<file path="src/rtl/spi_cs_pkg.sv">
package spi_cs_pkg;

  localparam int REG_ADDR_W = 2;
  localparam int DLY_W      = 8;

  localparam logic [REG_ADDR_W-1:0] ADDR_SEL  = 2'd0;
  localparam logic [REG_ADDR_W-1:0] ADDR_MASK = 2'd1;
  localparam logic [REG_ADDR_W-1:0] ADDR_MODE = 2'd2;
  localparam logic [REG_ADDR_W-1:0] ADDR_DLY  = 2'd3;

  // bit fields inside the delay word
  localparam int LEAD_LSB  = 0;
  localparam int TRAIL_LSB = 16;

  typedef enum logic [1:0] {
    MODE_AUTO = 2'd0,
    MODE_RSVD = 2'd1,
    MODE_HOLD = 2'd2,
    MODE_OFF  = 2'd3
  } csMode_e;

  typedef enum logic [1:0] {
    SEQ_IDLE,
    SEQ_LEAD,
    SEQ_BUSY,
    SEQ_TRAIL
  } seqState_e;

  // strobes from the sequencer to the datapath
  typedef struct packed {
    logic autoLine;  // automatic sequence owns the line
    logic holdLine;  // line is held by software mode
  } csStrobe_t;

endpackage

</file>
<file path="src/rtl/spi_cs_datapath.sv">
module spi_cs_datapath
  import spi_cs_pkg::*;
#(
  parameter int N     = 1,
  parameter int SEL_W = 1
) (
  input  logic                  clk,
  input  logic                  rstN,
  input  logic                  wrEn,
  input  logic [REG_ADDR_W-1:0] wrAddr,
  input  logic [31:0]           wrData,
  input  csStrobe_t             strobe,
  output logic [SEL_W-1:0]      selIdx,
  output logic [N-1:0]          maskQ,
  output csMode_e               modeQ,
  output logic [DLY_W-1:0]      leadCnt,
  output logic [DLY_W-1:0]      trailCnt,
  output logic [N-1:0]          csN
);

  localparam logic [31:0] SEL_LIMIT = 32'(N);

  logic selOk;
  logic maskOk;
  logic modeOk;

  // range checks on the incoming word
  assign selOk  = wrData < SEL_LIMIT;
  assign maskOk = (wrData >> N) == 32'd0;
  assign modeOk = wrData[31:2] == 30'd0;

  always_ff @(posedge clk or negedge rstN) begin
    if (!rstN) begin
      selIdx   <= '0;
      maskQ    <= '1;
      modeQ    <= MODE_AUTO;
      leadCnt  <= DLY_W'(1);
      trailCnt <= DLY_W'(1);
    end else if (wrEn) begin
      unique case (wrAddr)
        ADDR_SEL:  if (selOk)  selIdx <= wrData[SEL_W-1:0];
        ADDR_MASK: if (maskOk) maskQ  <= wrData[N-1:0];
        ADDR_MODE: if (modeOk) modeQ  <= csMode_e'(wrData[1:0]);
        ADDR_DLY: begin
          leadCnt  <= wrData[LEAD_LSB +: DLY_W];
          trailCnt <= wrData[TRAIL_LSB +: DLY_W];
        end
        default: ;
      endcase
    end
  end

  logic lineOn;
  assign lineOn = strobe.autoLine | strobe.holdLine;

  // one output slice per line: flip the idle level when chosen and active
  for (genvar i = 0; i < N; i++) begin : g_line
    logic chosen;
    assign chosen = (32'(selIdx) == 32'(i));
    assign csN[i] = (lineOn && chosen) ? ~maskQ[i] : maskQ[i];
  end

endmodule

</file>
<file path="src/rtl/spi_cs_sequencer.sv">
module spi_cs_sequencer
  import spi_cs_pkg::*;
(
  input  logic             clk,
  input  logic             rstN,
  input  csMode_e          modeQ,
  input  logic [DLY_W-1:0] leadCnt,
  input  logic [DLY_W-1:0] trailCnt,
  input  logic             frameStart,
  input  logic             frameEnd,
  input  logic             halfTick,
  output csStrobe_t        strobe,
  output logic             leadDone
);

  seqState_e       state;
  seqState_e       stateNext;
  logic [DLY_W:0]  cnt;
  logic [DLY_W:0]  cntNext;
  logic [DLY_W:0]  cntInc;
  logic            goNext;
  logic            autoMode;
  logic            leadReached;
  logic            trailReached;

  assign autoMode     = (modeQ == MODE_AUTO);
  assign cntInc       = cnt + 1'b1;
  assign leadReached  = cntInc >= {1'b0, leadCnt};
  assign trailReached = cntInc >= {1'b0, trailCnt};

  always_comb begin
    stateNext = state;
    cntNext   = cnt;
    goNext    = 1'b0;
    unique case (state)
      SEQ_IDLE: begin
        if (frameStart) begin
          if (!autoMode || leadCnt == '0) begin
            goNext    = 1'b1;
            stateNext = autoMode ? SEQ_BUSY : SEQ_IDLE;
          end else begin
            stateNext = SEQ_LEAD;
            cntNext   = '0;
          end
        end
      end
      SEQ_LEAD: begin
        if (halfTick) begin
          if (leadReached) begin
            goNext    = 1'b1;
            stateNext = SEQ_BUSY;
          end else begin
            cntNext = cntInc;
          end
        end
      end
      SEQ_BUSY: begin
        if (frameEnd) begin
          if (trailCnt == '0) begin
            stateNext = SEQ_IDLE;
          end else begin
            stateNext = SEQ_TRAIL;
            cntNext   = '0;
          end
        end
      end
      SEQ_TRAIL: begin
        if (halfTick) begin
          if (trailReached) stateNext = SEQ_IDLE;
          else              cntNext   = cntInc;
        end
      end
      default: stateNext = SEQ_IDLE;
    endcase
  end

  always_ff @(posedge clk or negedge rstN) begin
    if (!rstN) begin
      state    <= SEQ_IDLE;
      cnt      <= '0;
      leadDone <= 1'b0;
    end else begin
      state    <= stateNext;
      cnt      <= cntNext;
      leadDone <= goNext;
    end
  end

  assign strobe.autoLine = autoMode && (state != SEQ_IDLE);
  assign strobe.holdLine = (modeQ == MODE_HOLD);

endmodule

</file>
<file path="src/rtl/spi_cs_ctrl.sv">
module spi_cs_ctrl
  import spi_cs_pkg::*;
#(
  parameter int N = 1
) (
  input  logic                  clk,
  input  logic                  rstN,
  input  logic                  wrEn,
  input  logic [REG_ADDR_W-1:0] wrAddr,
  input  logic [31:0]           wrData,
  input  logic                  frameStart,
  input  logic                  frameEnd,
  input  logic                  halfTick,
  output logic                  leadDone,
  output logic [N-1:0]          csN
);

  localparam int SEL_W = (N > 1) ? $clog2(N) : 1;

  csStrobe_t        strobe;
  logic [SEL_W-1:0] selIdx;
  logic [N-1:0]     maskQ;
  csMode_e          modeQ;
  logic [DLY_W-1:0] leadCnt;
  logic [DLY_W-1:0] trailCnt;

  spi_cs_datapath #(.N(N), .SEL_W(SEL_W)) u_dp (
    .clk      (clk),
    .rstN     (rstN),
    .wrEn     (wrEn),
    .wrAddr   (wrAddr),
    .wrData   (wrData),
    .strobe   (strobe),
    .selIdx   (selIdx),
    .maskQ    (maskQ),
    .modeQ    (modeQ),
    .leadCnt  (leadCnt),
    .trailCnt (trailCnt),
    .csN      (csN)
  );

  spi_cs_sequencer u_seq (
    .clk        (clk),
    .rstN       (rstN),
    .modeQ      (modeQ),
    .leadCnt    (leadCnt),
    .trailCnt   (trailCnt),
    .frameStart (frameStart),
    .frameEnd   (frameEnd),
    .halfTick   (halfTick),
    .strobe     (strobe),
    .leadDone   (leadDone)
  );

endmodule

</file>
<file path="config.mk">
export PLATFORM = sky130hd
export DESIGN_NAME = spi_cs_ctrl
export DESIGN_NICKNAME = d
export VERILOG_FILES = /design/src/rtl/spi_cs_pkg.sv /design/src/rtl/spi_cs_datapath.sv /design/src/rtl/spi_cs_sequencer.sv /design/src/rtl/spi_cs_ctrl.sv
export SDC_FILE = /design/constraint.sdc
export NUM_CORES = 1
export LEC_CHECK = 0
export ABC_AREA = 0
export BUFFER_PORTS_ARGS = -buffer_cell sky130_fd_sc_hd__buf_2
export CORE_MARGIN = 3
export CORE_UTILIZATION = 35
export CTS_CLUSTER_DIAMETER = 80
export CTS_CLUSTER_SIZE = 25
export DETAILED_ROUTE_END_ITERATION = 6
export MAX_ROUTING_LAYER = met4
export SLEW_MARGIN = 20
export SYNTH_ARGS = -nofsm -noshare
export SYNTH_HDL_FRONTEND = slang
export SYNTH_SLANG_ARGS = --single-unit
export TNS_END_PERCENT = 5
</file>
<file path="constraint.sdc">
create_clock -name clk -period 6.99 [get_ports clk]
set_input_delay 1.398 -clock clk [delete_from_list [all_inputs] [get_ports clk]]
set_output_delay 1.398 -clock clk [all_outputs]
set_load 0.02 [all_outputs]
</file>
==> impl_metrics.toml <==
[outcome]
status = "complete, no violations"

[setup_path]
cp.depth = 10
endpoint = "u_seq.cnt[3]$_DFFE_PN0P_"
crit_fanout = 11
cp_top_family = "compound AO/OA/AOI/OAI gates"
start_kind = "register"
cp.buffers_inverters = 0
rr_worst_depth = 10
cp_slowest_cell = "or3_1"
cpMostUsedCell = "ha_1"
endpoint_kind = "register"
crit_path_cell_trace = "ha_1, nand3_2, nor2_1, xor2_1, ha_1, a21o_1, a21oi_1, o221ai_1, or3_1, o211ai_2"
r2r-end = "u_seq.cnt[3]$_DFFE_PN0P_"
startpoint = "u_seq.cnt[0]$_DFFE_PN0P_"
r2r_setup_slack_ns = 3.48
r2r-start = "u_seq.cnt[0]$_DFFE_PN0P_"
cp_data_required_time_ns = 7.20
critical_path_class = "reg -> reg"
slowest_delay_ns = 0.67
critPathArrivalTime_ns = 3.71

[synth]
netlist_area_um2 = 2240
async_reset_ff_share_pct = 100
ys_types = 54
synth-seq-cells = 32
syn_nets = 274
synth_ff_type = "dfrtp_1"
netlist_instances = 217
yosysWarnings = 0
yosysSeqAreaShare_pct = 35.9
synth_edf_count = 0
postSynthAreaPerCell_um2 = 10.3

[place]
dp_hpwl_um = 3830
place_congestion = 0.790
placed_area_um2 = 2450
pre_cts_ws_ns = 3.56
dp_cells = 324
port_buffers = 41

[cts]
cts.clk_slew.worst_paths_ns = 0.07
cts_buffer_depth = 2
numCtsBuffers = 5
hold_buffers = 0
h-tree-depth = 2
insertion_delay_ns = 0.28
clockRootBuffer = "clkbuf_8"
cts_setup_buffers = 0
ctsResizeCount = 0
cts_tree = "done"
cts.sinks = 32

[layout]
area_growth_syn_to_layout_pct = 14.3
antenna_cells = 0
fin_nets = 313
stdcell_area_um2 = 2560
regArea_um2 = 805
fillCellCount = 611
drive_gt1_share_pct = 36.2
multi_input_area_um2 = 1290
final_cells = 332

[timing]
fin_tns_setup_ns = 0
relSlewSlack_pct = 41.4
timing.fmax_mhz = 285
post-route-period-util_pct = 50.1
worst_slack_ns = 3.48
rsz0062_at_grt = "false"
min_period_ns = 3.51
finClkSkew_ns = 0.00488
setup_viol = 0
drv_slew = 0
tightestPinTransition_ns = 0.879
final_hold_viol_count = 0

[detailed_routing]
num_vias = 1754
antenna_left = 0
wl_per_cell_um = 15.2
drtIter0Drc = 89
viasPerCell = 5.28
drc = 0
routed_wl_um = 5060
firstDrtPassIters = 4

[global_route]
grt_pass1_vias = 1731
gr-usage-all-layers_pct = 15.3
grt.overflow.total = 0
antenna_found_initial = 0
grt_pass1_wl_um = 8580
grt_max_degree = 33

[power]
ir_drop_uv = 174
power_density_nw_per_um2 = 355
leakage_nw = 1.17

[floorplan]
initial_core_util_pct = 36.9
fp.dieH_um = 86.0
core-area_um2 = 6060
die_w_um = 86.0
rows = 28
ios = 42
die_area_um2 = 7390

[run]
maxCapViolCount = 0

[worst_hold_path]
hp-class = "reg -> reg"
-- worst reg2reg max path: stages (launching register included) --
cell	delay, ns
dfrtp_1	0.48
ha_1	0.30
nand3_2	0.17
nor2_1	0.15
xor2_1	0.31
ha_1	0.32
a21o_1	0.16
a21oi_1	0.22
o221ai_1	0.44
or3_1	0.67
o211ai_2	0.23
-- logic make-up after synthesis --
kind of cell | synth area share, %
AO/OA/AOI/OAI | 16.7
XOR/XNOR | 3.47
adder cells (fa/ha/maj) | 9.50
buffers and inverters | 6.37
flip-flops | 35.9
multiplexers | 10.0
AND/OR/NAND/NOR | 18.0
-- registers in the layout, indices dropped and copies added (netlist names) --
register / cells
u_seq.cnt: 9
u_dp.leadCnt: 8
u_dp.trailCnt: 8
u_dp.modeQ: 2
u_seq.state: 2
u_dp.maskQ: 1
u_dp.selIdx: 1
u_seq.leadDone: 1
-- power by group --
group          total [W]  switching (W)  internal [W]
registers       0.000306      0.0000745      0.000232
clock network   0.000180      0.0000743      0.000106
logic           0.000422       0.000229      0.000193
-- metrics by stage --
step | util (%) | total power, W | hold slack [ns]
after floorplan | - | 0.000656 | 0.471
after global placement | 40.4 | 0.000718 | 0.484
after detailed placement | 40.4 | 0.000731 | 0.492
after CTS | 42.2 | 0.000916 | 0.510
after global routing | 42.2 | 0.000995 | 0.522
final | 42.2 | 0.000908 | 0.506
-- area by class of cell --
class | instances | area share [%]
inverters | 14 | 2.05
repair buffers | 41 | 8.02
well taps | 75 | 3.67
multi-input cells | 162 | 50.5
flip-flops and latches | 32 | 31.4
clock inverters | 3 | 1.66
clock buffers | 5 | 2.69
-- worst min-delay path by stage --
stage | startpoint | end | slack [ns] | cells after the start
global placement | u_dp.selIdx$_DFFE_PN0P_ | u_dp.selIdx$_DFFE_PN0P_ | 0.48 | 1
global route | u_dp.trailCnt[2]$_DFFE_PN0P_ | u_dp.trailCnt[2]$_DFFE_PN0P_ | 0.52 | 1
finish | u_dp.selIdx$_DFFE_PN0P_ | u_dp.selIdx$_DFFE_PN0P_ | 0.51 | 1
CTS | u_dp.selIdx$_DFFE_PN0P_ | u_dp.selIdx$_DFFE_PN0P_ | 0.51 | 1
floorplan | u_dp.selIdx$_DFFE_PN0P_ | u_dp.selIdx$_DFFE_PN0P_ | 0.47 | 1
detailed placement | u_dp.selIdx$_DFFE_PN0P_ | u_dp.selIdx$_DFFE_PN0P_ | 0.49 | 1
-- routing by layer --
layer	wire length, um	track usage (%)	share of wire (%)
met3	222	3.17	4.4
met2	2400	22.7	47
met4	36	4.32	0.71
met5	0	-	0
met1	2400	21.1	47
-- placed cells by master (no fill, tap or decap), types with 5 or more instances in the layout --
master	count
clkbuf_8	5
ha_1	17
buf_2	41
nand2_1	16
a21oi_1	9
nor2_1	9
o211ai_2	7
mux2_2	19
dfrtp_1	29
o21ai_0	11
nor3_1	5
nor4_1	9
nand3_1	13
inv_1	14
-- cell usage after synthesis, drive strengths merged, types with 2 or more instances --
| library cell | count | area, um^2 |
|---|---|---|
| inv | 14 | 52.6 |
| xnor2 | 4 | 42.6 |
| nand3 | 14 | 75.1 |
| a211oi | 2 | 20.0 |
| mux2 | 19 | 214 |
| nand2b | 2 | 20.0 |
| and3 | 2 | 12.5 |
| nand2 | 16 | 60.1 |
| a21oi | 9 | 45.0 |
| nor4b | 2 | 17.5 |
| nand3b | 2 | 15.0 |
| dfrtp | 29 | 726 |
| ha | 17 | 213 |
| xor2 | 4 | 35.0 |
| buf | 4 | 31.3 |
| nor2 | 9 | 33.8 |
| o21ai | 12 | 60.1 |
| or4 | 2 | 18.8 |
| nor3 | 6 | 35.0 |
| o211ai | 8 | 95.1 |
| clkbuf | 5 | 58.8 |
| nand4 | 2 | 12.5 |
| a21o | 3 | 25.0 |
| dfstp | 3 | 78.8 |
| nor2b | 2 | 12.5 |
| nor4 | 9 | 56.3 |
Power figures use the tool's default switching activity.
